--- config.mk ---
export PLATFORM = sky130hd
export DESIGN_NAME = ext_irq_edge_ctrl
export DESIGN_NICKNAME = d
export VERILOG_FILES = /design/src/rtl/ext_irq_pkg.sv /design/src/rtl/ext_irq_cfg_regs.sv /design/src/rtl/ext_irq_edge_det.sv /design/src/rtl/ext_irq_edge_ctrl.sv
export SDC_FILE = /design/constraint.sdc
export NUM_CORES = 1
export LEC_CHECK = 0
export BUFFER_PORTS_ARGS = -buffer_cell sky130_fd_sc_hd__buf_4
export CAP_MARGIN = 20
export CORE_MARGIN = 1.5
export CORE_UTILIZATION = 30
export DETAILED_ROUTE_END_ITERATION = 8
export PLACE_DENSITY_LB_ADDON = 0.1
export SYNTH_ARGS = -nofsm -noshare
export SYNTH_HDL_FRONTEND = slang
export SYNTH_HIERARCHICAL = 1
export SYNTH_SLANG_ARGS = --single-unit
export TNS_END_PERCENT = 100
--- constraint.sdc ---
create_clock -name clk -period 2.3 [get_ports clk]
set_input_delay 0.115 -clock clk [delete_from_list [all_inputs] [get_ports clk]]
set_output_delay 0.115 -clock clk [all_outputs]
set_load 0.01 [all_outputs]
--- src/rtl/ext_irq_pkg.sv ---
package ext_irq_pkg;
    // Write-port target select codes
    typedef enum logic [2:0] {
        SEL_RISE     = 3'd0,
        SEL_FALL     = 3'd1,
        SEL_IRQ_EN   = 3'd2,
        SEL_EVT_EN   = 3'd3,
        SEL_SW       = 3'd4,
        SEL_PEND_CLR = 3'd5
    } reg_sel_e;

    localparam int SEL_W = 3;
endpackage

--- src/rtl/ext_irq_cfg_regs.sv ---
module ext_irq_cfg_regs
    import ext_irq_pkg::*;
#(
    parameter int NUM_LINES = 20
) (
    input  logic                 clk,
    input  logic                 rst_n,
    input  logic                 wr_en,
    input  logic [SEL_W-1:0]     wr_sel,
    input  logic [NUM_LINES-1:0] wr_data,
    output logic [NUM_LINES-1:0] rise_en,
    output logic [NUM_LINES-1:0] fall_en,
    output logic [NUM_LINES-1:0] irq_en,
    output logic [NUM_LINES-1:0] evt_en
);
    typedef struct packed {
        logic [NUM_LINES-1:0] rise;
        logic [NUM_LINES-1:0] fall;
        logic [NUM_LINES-1:0] irq;
        logic [NUM_LINES-1:0] evt;
    } cfg_t;

    cfg_t cfg_d, cfg_q;

    always_comb begin
        cfg_d = cfg_q;
        if (wr_en) begin
            case (reg_sel_e'(wr_sel))
                SEL_RISE:   cfg_d.rise = wr_data;
                SEL_FALL:   cfg_d.fall = wr_data;
                SEL_IRQ_EN: cfg_d.irq  = wr_data;
                SEL_EVT_EN: cfg_d.evt  = wr_data;
                default:    ;
            endcase
        end
    end

    always_ff @(posedge clk) begin
        if (!rst_n) cfg_q <= '0;
        else        cfg_q <= cfg_d;
    end

    assign rise_en = cfg_q.rise;
    assign fall_en = cfg_q.fall;
    assign irq_en  = cfg_q.irq;
    assign evt_en  = cfg_q.evt;
endmodule

--- src/rtl/ext_irq_edge_det.sv ---
module ext_irq_edge_det #(
    parameter int NUM_LINES = 20
) (
    input  logic                 clk,
    input  logic                 rst_n,
    input  logic [NUM_LINES-1:0] din,
    input  logic [NUM_LINES-1:0] rise_en,
    input  logic [NUM_LINES-1:0] fall_en,
    output logic [NUM_LINES-1:0] hit_o
);
    typedef struct packed {
        logic [NUM_LINES-1:0] meta;
        logic [NUM_LINES-1:0] sync;
        logic [NUM_LINES-1:0] prev;
    } sync_t;

    sync_t s_d, s_q;

    always_comb begin
        s_d      = s_q;
        s_d.meta = din;
        s_d.sync = s_q.meta;
        s_d.prev = s_q.sync;
    end

    always_ff @(posedge clk) begin
        if (!rst_n) s_q <= '0;
        else        s_q <= s_d;
    end

    // Qualified edge, one bit per line
    assign hit_o = (s_q.sync & ~s_q.prev & rise_en) |
                   (~s_q.sync & s_q.prev & fall_en);
endmodule

--- src/rtl/ext_irq_edge_ctrl.sv ---
module ext_irq_edge_ctrl
    import ext_irq_pkg::*;
#(
    parameter int NUM_LINES = 20
) (
    input  logic                 clk,
    input  logic                 rst_n,
    input  logic [NUM_LINES-1:0] ext_in,
    input  logic                 wr_en,
    input  logic [SEL_W-1:0]     wr_sel,
    input  logic [NUM_LINES-1:0] wr_data,
    output logic [NUM_LINES-1:0] irq_o,
    output logic [NUM_LINES-1:0] evt_o
);
    logic [NUM_LINES-1:0] rise_en, fall_en, irq_en, evt_en, hit;
    logic [NUM_LINES-1:0] sw_wr, clr_w, sw_edge, trig_w, set_w;

    typedef struct packed {
        logic [NUM_LINES-1:0] pend;
        logic [NUM_LINES-1:0] sw;
        logic [NUM_LINES-1:0] evt;
    } state_t;

    state_t st_d, st_q;

    ext_irq_cfg_regs #(.NUM_LINES(NUM_LINES)) i_cfg (
        .clk     (clk),
        .rst_n   (rst_n),
        .wr_en   (wr_en),
        .wr_sel  (wr_sel),
        .wr_data (wr_data),
        .rise_en (rise_en),
        .fall_en (fall_en),
        .irq_en  (irq_en),
        .evt_en  (evt_en)
    );

    ext_irq_edge_det #(.NUM_LINES(NUM_LINES)) i_det (
        .clk     (clk),
        .rst_n   (rst_n),
        .din     (ext_in),
        .rise_en (rise_en),
        .fall_en (fall_en),
        .hit_o   (hit)
    );

    always_comb begin
        sw_wr   = (wr_en && wr_sel == SEL_SW)       ? wr_data : '0;
        clr_w   = (wr_en && wr_sel == SEL_PEND_CLR) ? wr_data : '0;
        sw_edge = sw_wr & ~st_q.sw;
        trig_w  = hit | sw_edge;
        set_w   = trig_w & irq_en;

        st_d      = st_q;
        st_d.pend = (st_q.pend & ~clr_w) | set_w;
        st_d.sw   = (st_q.sw & ~clr_w) | sw_wr;
        st_d.evt  = trig_w & evt_en;
    end

    always_ff @(posedge clk) begin
        if (!rst_n) st_q <= '0;
        else        st_q <= st_d;
    end

    assign irq_o = st_q.pend & irq_en;
    assign evt_o = st_q.evt;


    pend_clr_chk: assert property (@(posedge clk) disable iff (!rst_n)
        (|(clr_w & ~set_w)) |=> ((st_q.pend & $past(clr_w & ~set_w)) == '0));


    set_wins_chk: assert property (@(posedge clk) disable iff (!rst_n)
        (|set_w) |=> ((st_q.pend & $past(set_w)) == $past(set_w)));


    pend_origin_chk: assert property (@(posedge clk) disable iff (!rst_n)
        1'b1 |=> ((st_q.pend & ~$past(st_q.pend) & ~$past(set_w)) == '0));


    evt_gate_chk: assert property (@(posedge clk) disable iff (!rst_n)
        1'b1 |=> ((evt_o & ~$past(evt_en)) == '0));


    sw_clr_chk: assert property (@(posedge clk) disable iff (!rst_n)
        (|clr_w) |=> ((st_q.sw & $past(clr_w)) == '0));
endmodule

# Word level (Yosys, flattened, before mapping)
# Index checks and enable logic that the tools add are counted.
[totals]
ff_bits = 200
in_bits = 46
word_cells = 42
[classes]
eq_ne = 5
muxes = 2
bitwise = 18
n_reduce_logical = 7
[op_table]
columns = ["cell", "n"]
rows = [
  ["20-bit bitwise AND", 10],
  ["20-bit inverter", 4],
  ["20-bit OR", 4],
  ["20-bit 2-to-1 mux", 2],
  ["2-bit AND reduction", 4],
  ["3-bit by 2-bit == test with 1-bit output (second input constant)", 2],
  ["3-bit == test (second input constant)", 2],
  ["3-bit by 1-bit == test with 1-bit output (second input constant)", 1],
  ["3-bit zero test", 1],
  ["1-bit logical AND", 2],
]

# Longest topological paths before layout
# Gate-level depths: netlist of run 1.
[logic_depth]
word_depth = 7
ltp_mapped = 5
mapped_depth_nobuf = 4

# Hierarchy
# The synthesis of run 1 kept the hierarchy.
[modules_own_cells]
columns = ["module", "instances", "cells_per_inst", "area_per_inst_um2", "seq_area_each_um2"]
rows = [
  ["ext_irq_cfg_regs", 1, 283, 2954.1, 1601.5],
  ["ext_irq_edge_ctrl", 1, 340, 2668.8, 1201.2],
  ["ext_irq_edge_det", 1, 186, 1956.9, 1201.2],
]

# Least setup slack after synthesis of run 1
# OpenSTA, ideal clock, no wires.
[synth_path]
path_type = "input to register"
from = "input port wr_sel[1]"
to = "register st_q[40] (netlist name)"
arrival_time_ns = 0.811
required_time_ns = 2.178
setup_slack_ns = 1.367
stages = 5
cell_sequence = "nand4b_1 -> buf_2 -> buf_2 -> o211ai_1 -> o21ai_1"
[synth_between]
elab_chain_cells = 7
[synth_rtl]
columns = ["item", "line", "rtl"]
rows = [
  ["start: declaration", "ext_irq_edge_ctrl.sv:10", "input logic [SEL_W-1:0] wr_sel,"],
  ["3-bit == test", "ext_irq_edge_ctrl.sv:48", "sw_wr = (wr_en && wr_sel == SEL_SW) ? wr_data : '0;"],
  ["1-bit logical AND", "ext_irq_edge_ctrl.sv:48", ""],
  ["20-bit 2-to-1 mux", "ext_irq_edge_ctrl.sv:48", ""],
  ["20-bit bitwise AND", "ext_irq_edge_ctrl.sv:50", "sw_edge = sw_wr & ~st_q.sw;"],
  ["20-bit OR", "ext_irq_edge_ctrl.sv:51", "trig_w = hit | sw_edge;"],
  ["20-bit bitwise AND", "ext_irq_edge_ctrl.sv:52", "set_w = trig_w & irq_en;"],
  ["20-bit OR (*)", "ext_irq_edge_ctrl.sv:55", "st_d.pend = (st_q.pend & ~clr_w) | set_w;"],
  ["end signal: assignment", "ext_irq_edge_ctrl.sv:62", "else st_q <= st_d;"],
  ["end: declaration", "ext_irq_edge_ctrl.sv:24", "state_t st_d, st_q;"],
]
# Mark *: on every way between the ends. The rest lies on a longest branch, timed or not.
# A chain may end at the register's enable or synchronous reset.

# Final worst setup path of run 1
[layout_path]
from = "register i_cfg.cfg_q (netlist bit i_cfg/irq_en[11])"
to = "output port irq_o[11]"
[layout_between]
elab_chain_cells = 1
[layout_rtl]
columns = ["item", "line", "rtl"]
rows = [
  ["start: declaration", "ext_irq_cfg_regs.sv:23", "cfg_t cfg_d, cfg_q;"],
  ["start signal: assignment", "ext_irq_cfg_regs.sv:40", "else cfg_q <= cfg_d;"],
  ["20-bit bitwise AND", "ext_irq_edge_ctrl.sv:65", "assign irq_o = st_q.pend & irq_en;"],
  ["end: declaration", "ext_irq_edge_ctrl.sv:12", "output logic [NUM_LINES-1:0] irq_o,"],
]
# No other way between the ends.

==> flow_metrics.env, run 1 <==
export IMPL_status="finished clean"
export IMPL_hold_viol_final=0
export IMPL_clk_path_buf_depth=2
export IMPL_powerDensity_nw_per_um2=761
export IMPL_dr_wl_met3_um=567
export IMPL_place_congestion=0.720
export IMPL_synth_ff_type="dfxtp_1"
export IMPL_antenna_found_initial=0
export IMPL_dieWidth_um=162
export IMPL_antenna_diode_count=0
export IMPL_final_cell_mix="dfxtp_1 (200), nand2_1 (181), buf_4 (94)"
export IMPL_tightest_slew_ps=694
export IMPL_drive_gt1_frac=0.169
export IMPL_finish_net_count=951
export IMPL_h_tree_depth=4
export IMPL_synth_top_area_share=0.528
export IMPL_cap_violations=0
export IMPL_cts_sinks=200
export IMPL_top_layer="met4"
export IMPL_final_common_cell="dfxtp_1"
export IMPL_totalWireLength_um=17200
export IMPL_num_rows=57
export IMPL_peakVddDrop_uv=373
export IMPL_drv_slew=0
export IMPL_syn2layout_area_growth_pct=24.6
export IMPL_min_period_over_period=0.562
export IMPL_grt_max_degree=70
export IMPL_period_needed_ps=1290
export IMPL_avgSynthCellArea_um2=9.37
export IMPL_hold_ws_ps=83.8
export IMPL_nFillCells=2516
export IMPL_setup_viol=0
export IMPL_vias=5348
export IMPL_io_buffers=85
export IMPL_synth_cell_types=28
export IMPL_clock_skew_ps=8.22
export IMPL_hpwlAfterDp_um=11300
export IMPL_cp_arrival_ps=1180
export IMPL_wl_per_cell_um=13.8
export IMPL_rsz0062_at_grt="no"
export IMPL_grt_ovfl_total=0
export IMPL_cp_required_ps=2180
export IMPL_grt_pass1_wl_um=27600
export IMPL_cellLeakagePower_nw=3.78
export IMPL_start_util=0.309
export IMPL_drtPass1Iterations=5
export IMPL_synthesis_nets=855
export IMPL_dr_wl_met2_um=6640
export IMPL_clk_latency_ps=430
export IMPL_route_detailed_drc=0
export IMPL_first_global_vias=5024
export IMPL_fin_setup_tns_ps=0
export IMPL_synth_seq_area_share=0.528
export IMPL_startpoint_type="flop"
export IMPL_root_buffer="clkbuf_16"
export IMPL_dpl_cell_area_um2=8400
export IMPL_die_y_um=162
export IMPL_synth_edf_count=0
export IMPL_core_region_area_um2=24500
export IMPL_fmax_mhz=773
export IMPL_cts_tree="yes"
export IMPL_yosysTopAreaCell="dfxtp_1"
export IMPL_fin_area_um2=9440
export IMPL_register_area_um2=4000
export IMPL_route_antenna_remaining_nets=0
export IMPL_cts_setup_buffers=0
export IMPL_slew_headroom=0.538
export IMPL_via_per_inst=4.31
export IMPL_netlist_area_um2=7580
export IMPL_crit_fanout=3
export IMPL_multiInputGateArea_um2=3050
export IMPL_hold_class="input pin to flop"
export IMPL_initialDrtViolationCount=248
export IMPL_dieArea_um2=26200
export IMPL_grtUsageTotal=0.136
export IMPL_path_clk_slew_ps=80
export IMPL_yosysWarnings=6
export IMPL_ys_top_cells_by_area="dfxtp_1 (53%), mux2i_1 (11%), nand2_1 (9.0%)"
export IMPL_numCtsBuffers=17
export IMPL_wl_met1_um=9700
export IMPL_ys_ff_latch=200
export IMPL_io_pins=86
export IMPL_crit_type="flop to primary output"
export IMPL_cp_end_kind="primary output"
export IMPL_synthCells=809
export IMPL_async_reset_ff_frac=0
-- critical path: stages (launching register included) --
cell and delay [ps]:
dfxtp_1 360, and2_1 240, buf_4 150
-- power breakdown --
part | switching (mW) | leakage (nW) | internal, mW | total (mW)
clock | 1.39 | 0.314 | 1.81 | 3.20
combinational | 0.203 | 1.84 | 0.194 | 0.398
sequential | 0.0402 | 1.63 | 3.54 | 3.58
-- final timing paths --
kind / start / endpoint / slack (ps) / cells after the start
setup / recovery: i_cfg/irq_en[11] / irq_o[11] / 1010 / 2
hold / removal: rst_n / evt_o[6] / 80 / 3
setup reg to reg: i_det/s_d[18] / st_q[58] / 1190 / 4
hold reg to reg: i_cfg/evt_en[5] / evt_o[5] / 420 / 2
-- sequential cells by signal, summed over array words and instances, names as in the netlist --
name           cells
i_det/s_d         40
st_q              40
evt_o             20
i_cfg/evt_en      20
i_cfg/fall_en     20
i_cfg/irq_en      20
i_cfg/rise_en     20
i_det/s_q         20
-- metrics by stage --
| stage | total power [mW] | util | setup WS (ps) | std cells |
|---|---|---|---|---|
| final | 7.18 | 0.385 | 1010 | 1242 |
| after global routing | 7.47 | 0.385 | 929 | 1242 |
| after CTS | 7.29 | 0.385 | 998 | 1242 |
| after detailed placement | 4.01 | 0.343 | 712 | 1170 |
| after global placement | 4.01 | 0.343 | 742 | 1170 |
| after floorplan | 3.85 | - | 1370 | 809 |
-- layer usage --
layer / GRT usage / vias up
li1: - / 2831
met1: 0.206 / 2413
met2: 0.188 / 89
met3: 0.0232 / 15
met4: 0.0500 / 0
met5: 0 / -
-- cell type report --
| type | instances | area share |
|---|---|---|
| Sequential cell | 200 | 0.424 |
| Clock buffer | 19 | 0.0480 |
| Tap cell | 324 | 0.0429 |
| Inverter | 39 | 0.0155 |
| Multi-Input combinational cell | 508 | 0.323 |
| Timing Repair Buffer | 139 | 0.127 |
| Clock inverter | 13 | 0.0196 |
-- cells in the mapped netlist, types with 2 or more instances --
cell / number
a21boi_0: 8
a21boi_1: 12
a31oi_1: 20
and2_1: 60
and2_2: 20
buf_2: 9
buf_4: 27
buf_6: 4
clkbuf_1: 16
clkbuf_2: 6
dfxtp_1: 200
inv_1: 39
mux2i_1: 80
nand2_1: 181
nand3b_1: 20
nand4b_1: 2
nor2_1: 20
o211ai_1: 19
o21ai_0: 39
o21ai_1: 19
-- what timing repair did --
item / in CTS / in global routing
hold buffers: 40 / 0
gates resized for setup: 0 / 0
hold endpoints to repair: 51 / 0
-- cells by family after synthesis --
| group | count (synthesis) | synth area share |
|---|---|---|
| buffers and inverters | 101 | 0.0698 |
| flip-flops | 200 | 0.528 |
| multiplexers | 80 | 0.106 |
| AND/OR/NAND/NOR | 308 | 0.200 |
| AO/OA/AOI/OAI | 120 | 0.0961 |
No activity file was read; power rests on OpenSTA's default activity.
==> inputs of run 2 (changes only) <==
--- a/config.mk
+++ b/config.mk
@@ -5,6 +5,7 @@
 export SDC_FILE = /design/constraint.sdc
 export NUM_CORES = 1
 export LEC_CHECK = 0
+export ABC_AREA = 1
 export BUFFER_PORTS_ARGS = -buffer_cell sky130_fd_sc_hd__buf_4
 export CAP_MARGIN = 20
 export CORE_MARGIN = 1.5
==> constraint.sdc (replaced) <==
create_clock -name clk -period 1.4 [get_ports clk]
set_input_delay 0.07 -clock clk [delete_from_list [all_inputs] [get_ports clk]]
set_output_delay 0.07 -clock clk [all_outputs]
set_load 0.01 [all_outputs]
==> run 2 against run 1 <==
Net effect: sequential power grew 66%; largest cell class unchanged; clock power increased by 66%; die area up 7.0%; wire length up 22%; first-iteration DRC count is 83% higher; register-to-register slack got worse by 810 ps; global-route usage up 2.0 points; highest routed layer unchanged; final area increased by 6.4%; largest power group unchanged; sequential cell count is the same.
==> flow_metrics.env, run 2 <==
export IMPL_path_buf_inv=2
export IMPL_cp_end_kind="primary output"
export IMPL_synth_cell_types=20
export IMPL_final_cells=1605
export IMPL_synth_ff_type="dfxtp_1"
export IMPL_place_congestion=0.710
export IMPL_dieArea_um2=28100
export IMPL_hpwlAfterDp_um=13700
export IMPL_grtUsageTotal=0.156
export IMPL_synth_compound_gate_area_share=0.0616
export IMPL_core_region_area_um2=26700
export IMPL_rsz0062_at_grt="no"
export IMPL_setup_ws_ps=244
export IMPL_crit_chain="nand2_1, inv_1, buf_4"
export IMPL_synth_fa_ha_area_frac=0
export IMPL_initialDrtViolationCount=453
export IMPL_final_cell_mix="nand2_1 (265), inv_1 (204), dfxtp_1 (200)"
export IMPL_peakVddDrop_uv=713
export IMPL_synth_xor_xnor_area_share=0
export IMPL_route_antenna_remaining_nets=0
export IMPL_async_reset_ff_frac=0
export IMPL_worst_path_stages=3
export IMPL_placed_cells=1534
export IMPL_synthCells=1160
export IMPL_cts_tree="yes"
export IMPL_critical_path_startpoint="i_cfg/irq_en[17]"
export IMPL_wl_per_cell_um=13.0
export IMPL_setup_viol=0
export IMPL_cts_resized=0
export IMPL_synth_most_common_cell="nand2_1"
export IMPL_synth_mux_area_fraction=0
export IMPL_hold_ws_ps=218
export IMPL_slew_headroom=0.777
export IMPL_fin_setup_tns_ps=0
export IMPL_finish_net_count=1299
export IMPL_synth_edf_count=0
export IMPL_root_buffer="clkbuf_16"
export IMPL_cp_top_family="flip-flops"
export IMPL_path_clk_slew_ps=80
export IMPL_cp_arrival_ps=1090
export IMPL_holdBufCountCts=41
export IMPL_hold_viol_final=0
export IMPL_pwr_share_seq=0.487
export IMPL_ys_ff_latch=200
export IMPL_synth_common_cells="nand2_1 (265), inv_1 (204), dfxtp_1 (200), nor2_1 (167), nand3_1 (120)"
export IMPL_final_common_cell="nand2_1"
export IMPL_startpoint_type="flop"
export IMPL_first_global_vias=6268
export IMPL_crit_type="flop to primary output"
export IMPL_cts_sinks=200
export IMPL_crit_fanout=3
export IMPL_synth_top_area_share=0.493
export IMPL_netlist_area_um2=8120
export IMPL_dieWidth_um=168
export IMPL_combPwrFrac=0.076
export IMPL_io_buffers=85
export IMPL_dp_slack_ps=291
export IMPL_r2r_slack_ps=380
export IMPL_yosysTopAreaCell="dfxtp_1"
export IMPL_grt_ovfl_total=0
export IMPL_ys_top_cells_by_area="dfxtp_1 (49%), nand2_1 (12%), inv_1 (9.4%)"
export IMPL_h_tree_depth=4
export IMPL_holdPathStages=5
export IMPL_synth_top_family_by_area="simple AND/OR/NAND/NOR gates"
export IMPL_yosysWarnings=6
export IMPL_start_util=0.304
export IMPL_synth_seq_area_share=0.493
export IMPL_synth_simple_gate_area_frac=0.292
export IMPL_numCtsBuffers=17
export IMPL_synthesis_nets=1206
export IMPL_min_from="wr_sel[2]"
export IMPL_antenna_diode_count=0
export IMPL_min_period_over_period=0.826
export IMPL_clk_latency_ps=430
export IMPL_r2r_end="st_q[41]"
export IMPL_num_rows=60
export IMPL_tightest_slew_ps=335
export IMPL_cp_slowest_cell="dfxtp_1"
export IMPL_cp_required_ps=1330
export IMPL_die_y_um=168
export IMPL_internal_power_mw=9.29
export IMPL_switchingPower_mw=2.91
export IMPL_worstReg2RegStart="i_det/s_d[1]"
export IMPL_nFillCells=2901
export IMPL_period_needed_ps=1160
export IMPL_antenna_found_initial=0
export IMPL_route_detailed_drc=0
export IMPL_max_stage_delay_ps=380
export IMPL_syn2layout_area_growth_pct=23.7
export IMPL_status="finished clean"
export IMPL_drv_slew=0
export IMPL_clk_path_buf_depth=2
export IMPL_via_per_inst=4.26
export IMPL_cellLeakagePower_nw=4.84
export IMPL_io_pins=86
export IMPL_grt_pass1_wl_um=34500
export IMPL_ff2ff_path_depth=7
export IMPL_hold_class="input pin to flop"
export IMPL_totalWireLength_um=20900
export IMPL_avgSynthCellArea_um2=7.00
export IMPL_cts_setup_buffers=0
export IMPL_grt_max_degree=64
export IMPL_drive_gt1_frac=0.116
export IMPL_critPathCapture="irq_o[17]"
export IMPL_drtPass1Iterations=4
export IMPL_powerDensity_nw_per_um2=1210
export IMPL_clock_skew_ps=10.7
export IMPL_p_clk_frac=0.437
export IMPL_sw_frac_of_total=0.238
export IMPL_cap_violations=0
export IMPL_vias=6839
export IMPL_fmax_mhz=865
## run 2: routing by layer
metal	routed length (um)	vias to the layer above	GRT usage
li1	-	3680	-
met1	11400	3057	0.233
met2	8610	96	0.227
met3	725	6	0.0307
met4	133	0	0.0364
met5	0	-	0
## run 2: power groups by stage
stage | logic, mW | clock network [mW] | registers [mW]
after floorplan | 0.522 | 0 | 6.04
after CTS | 0.941 | 5.50 | 5.94
final | 0.930 | 5.32 | 5.94
after detailed placement | 0.848 | 0 | 6.07
after global routing | 1.06 | 5.76 | 5.96
after global placement | 0.850 | 0 | 6.07
## run 2: kinds of logic (layout without fill, tap and decap cells)
logic type / count (synthesis) / after routing
buf+inv: 285 / 389
flops: 200 / 200
compound gates: 100 / 100
simple gates: 575 / 575
## run 2: worst reg2reg max path, stage by stage, from the launching register on
cell and delay [ps]:
dfxtp_1 420, inv_1 60, nand3_1 60, nand2_1 100, inv_1 90, nand2_1 70
nand2_1 60, a21oi_1 50
## run 2: worst min-delay path by stage
| stage | end | slack (ps) |
|---|---|---|
| after floorplan | i_det/s_d[31] | 160 |
| after global placement | i_det/s_d[31] | 250 |
| after detailed placement | i_det/s_d[31] | 260 |
| after CTS | i_cfg/rise_en[7] | 200 |
| after global routing | i_cfg/fall_en[7] | 230 |
| final | i_cfg/rise_en[7] | 220 |
## run 2: final cells by class
cell class | instances | area [um2] | area share
timing repair buffer | 152 | 1330 | 0.133
clock inverter | 12 | 190 | 0.0189
sequential | 200 | 4000 | 0.399
clock buffer | 18 | 439 | 0.0437
multi-input combinational | 675 | 2880 | 0.287
inverter | 207 | 777 | 0.0773
tap | 341 | 427 | 0.0425
## run 2: per-stage QoR
stage | cell area (um2) | utilization | total power, mW
2_1_floorplan | 8120 | - | 6.57
3_3_place_gp | 9010 | 0.337 | 6.92
3_5_place_dp | 9010 | 0.337 | 6.92
4_1_cts | 10000 | 0.376 | 12.4
5_1_grt | 10000 | 0.376 | 12.8
6_report | 10000 | 0.376 | 12.2
==> inputs of run 3 (changes only) <==
--- a/config.mk
+++ b/config.mk
@@ -5,7 +5,7 @@
 export SDC_FILE = /design/constraint.sdc
 export NUM_CORES = 1
 export LEC_CHECK = 0
-export ABC_AREA = 1
+export ABC_AREA = 0
 export BUFFER_PORTS_ARGS = -buffer_cell sky130_fd_sc_hd__buf_4
 export CAP_MARGIN = 20
 export CORE_MARGIN = 1.5
==> constraint.sdc (replaced) <==
create_clock -name clk -period 1.05 [get_ports clk]
set_input_delay 0.0525 -clock clk [delete_from_list [all_inputs] [get_ports clk]]
set_output_delay 0.0525 -clock clk [all_outputs]
set_load 0.01 [all_outputs]
==> run 3 against run 2 <==
Net effect: the flow now finishes with violations (negative setup slack); sequential cell count unchanged; setup slack worse by 270 ps; combinational power rose by 8%; final cell count fell by 20%; sequential share of layout area is 0.90 points higher; core utilization grew 3.2 points; clock-buffer cell count stayed put; register-to-register slack lost 310 ps.
==> flow_metrics.env, run 3 (synthesis results as in run 1) <==
export IMPL_drive_gt1_frac=0.281
export IMPL_die_y_um=162
export IMPL_cts_tree="yes"
export IMPL_start_util=0.309
export IMPL_cp_end_kind="primary output"
export IMPL_antenna_diode_count=0
export IMPL_crit_fanout=2
export IMPL_status="finished, violations left"
export IMPL_ff2ff_path_depth=4
export IMPL_totalWireLength_um=17300
export IMPL_syn2layout_area_growth_pct=31.9
export IMPL_h_tree_depth=4
export IMPL_fin_area_um2=10000
export IMPL_io_pins=86
export IMPL_startpoint_type="flop"
export IMPL_via_per_inst=4.24
export IMPL_grt_pass1_wl_um=28000
export IMPL_clk_latency_ps=430
export IMPL_cellLeakagePower_nw=4.07
export IMPL_final_common_cell="nand2_1"
export IMPL_setup_viol=20
export IMPL_holdPathStages=4
export IMPL_clk_path_buf_depth=2
export IMPL_core_region_area_um2=24500
export IMPL_period_needed_ps=1080
export IMPL_fin_setup_tns_ps=-280
export IMPL_io_buffers=85
export IMPL_peakVddDrop_uv=713
export IMPL_crit_type="flop to primary output"
export IMPL_initialDrtViolationCount=205
export IMPL_cap_violations=0
export IMPL_r2r_end="st_q[57]"
export IMPL_place_congestion=0.694
export IMPL_finish_net_count=988
export IMPL_route_detailed_drc=0
export IMPL_cp_arrival_ps=1030
export IMPL_antenna_found_initial=0
export IMPL_slew_headroom=0.827
export IMPL_hold_class="input pin to flop"
export IMPL_setup_ws_ps=-29.7
export IMPL_cts_sinks=200
export IMPL_tightest_slew_ps=259
export IMPL_grt_ovfl_total=0
export IMPL_powerDensity_nw_per_um2=1530
export IMPL_final_cell_mix="nand2_1 (181), dfxtp_1 (145), buf_4 (100)"
export IMPL_cp_required_ps=1000
export IMPL_fmax_mhz=926
export IMPL_first_global_vias=5137
export IMPL_min_period_over_period=1.03
export IMPL_wl_per_cell_um=13.5
export IMPL_r2r_slack_ps=70
export IMPL_violations="negative setup slack"
export IMPL_p_total_mw=15.3
export IMPL_hpwlAfterDp_um=11500
export IMPL_vias=5419
export IMPL_utilization=0.408
export IMPL_drv_slew=0
export IMPL_numCtsBuffers=17
export IMPL_grtUsageTotal=0.138
export IMPL_num_rows=57
export IMPL_clock_skew_ps=11.1
export IMPL_root_buffer="clkbuf_16"
export IMPL_route_antenna_remaining_nets=0
export IMPL_dieWidth_um=162
export IMPL_rsz0062_at_grt="yes"
export IMPL_worstReg2RegStart="i_det/s_d[17]"
export IMPL_dpl_cell_area_um2=8630
export IMPL_whs_endpoint="i_cfg/rise_en[12]"
export IMPL_dieArea_um2=26200
export IMPL_hold_viol_final=0
export IMPL_path_clk_slew_ps=80
export IMPL_drtPass1Iterations=4
export IMPL_hold_ws_ps=131
export IMPL_grt_max_degree=41
export IMPL_min_from="wr_sel[0]"
-- run 3: cell types whose count changed in the layout (fill, tap and decap cells not counted), sizes merged, moves of 20 or more --
cell | before | now
a21boi | 0 | 20
a21oi | 60 | 1
a31oi | 0 | 20
and2 | 0 | 80
buf | 111 | 134
inv | 211 | 46
mux2i | 0 | 80
nand2 | 265 | 181
nand3 | 120 | 0
nand4 | 20 | 0
nor2 | 168 | 20
-- run 3: final cells by class --
cell class / instances / area, um2
Multi-Input combinational cell: 508 / 3110
Fill cell: 2479 / 14500
Inverter: 39 / 146
Sequential cell: 200 / 4080
Tap cell: 324 / 405
Clock inverter: 14 / 138
Timing Repair Buffer: 176 / 1690
Clock buffer: 18 / 429
-- run 3: report_power, final --
part / total (mW) / leakage, nW / switching (mW) / internal (mW)
clock network: 6.41 / 0.278 / 3.07 / 3.34
registers: 7.85 / 1.65 / 0.0844 / 7.76
logic: 1.00 / 2.14 / 0.472 / 0.529
-- run 3: layer usage --
metal  global-route usage  up-vias  share of wire
li1                     -     2905              -
met1                0.213     2400           0.57
met2                0.189       95           0.39
met3               0.0217       19          0.027
met4               0.0513        0          0.015
met5                    0        -              0
-- run 3: worst max-delay path by stage --
| stage | from | endpoint | slack (ps) |
|---|---|---|---|
| global route | st_q[51] | irq_o[11] | -60 |
| CTS | st_q[51] | irq_o[11] | -50 |
| floorplan | wr_sel[1] | st_q[40] | 180 |
| global placement | wr_sel[1] | i_cfg/rise_en[2] | -90 |
| detailed placement | wr_sel[1] | i_cfg/rise_en[14] | -130 |
| finish | st_q[59] | irq_o[19] | -30 |
-- run 3: through the flow --
stage               worst slack, ps  instances
floorplan                       179        809
detailed placement             -131       1185
global route                  -61.7       1279
finish                        -29.7       1279
CTS                           -54.5       1277
global placement              -85.1       1185
-- run 3: worst max-delay path, stage by stage (launching register included) --
cell and delay (ps):
dfxtp_2 320, and2_4 170, buf_6 120
-- run 3: repair_timing --
action	4_1_cts	5_1_grt
gates resized for setup	78	35
pin swaps	10	8
hold buffers	41	0
endpoints found under the setup margin	21	114
setup buffers	19	1
endpoints found under the hold margin	118	0
cloned	0	1
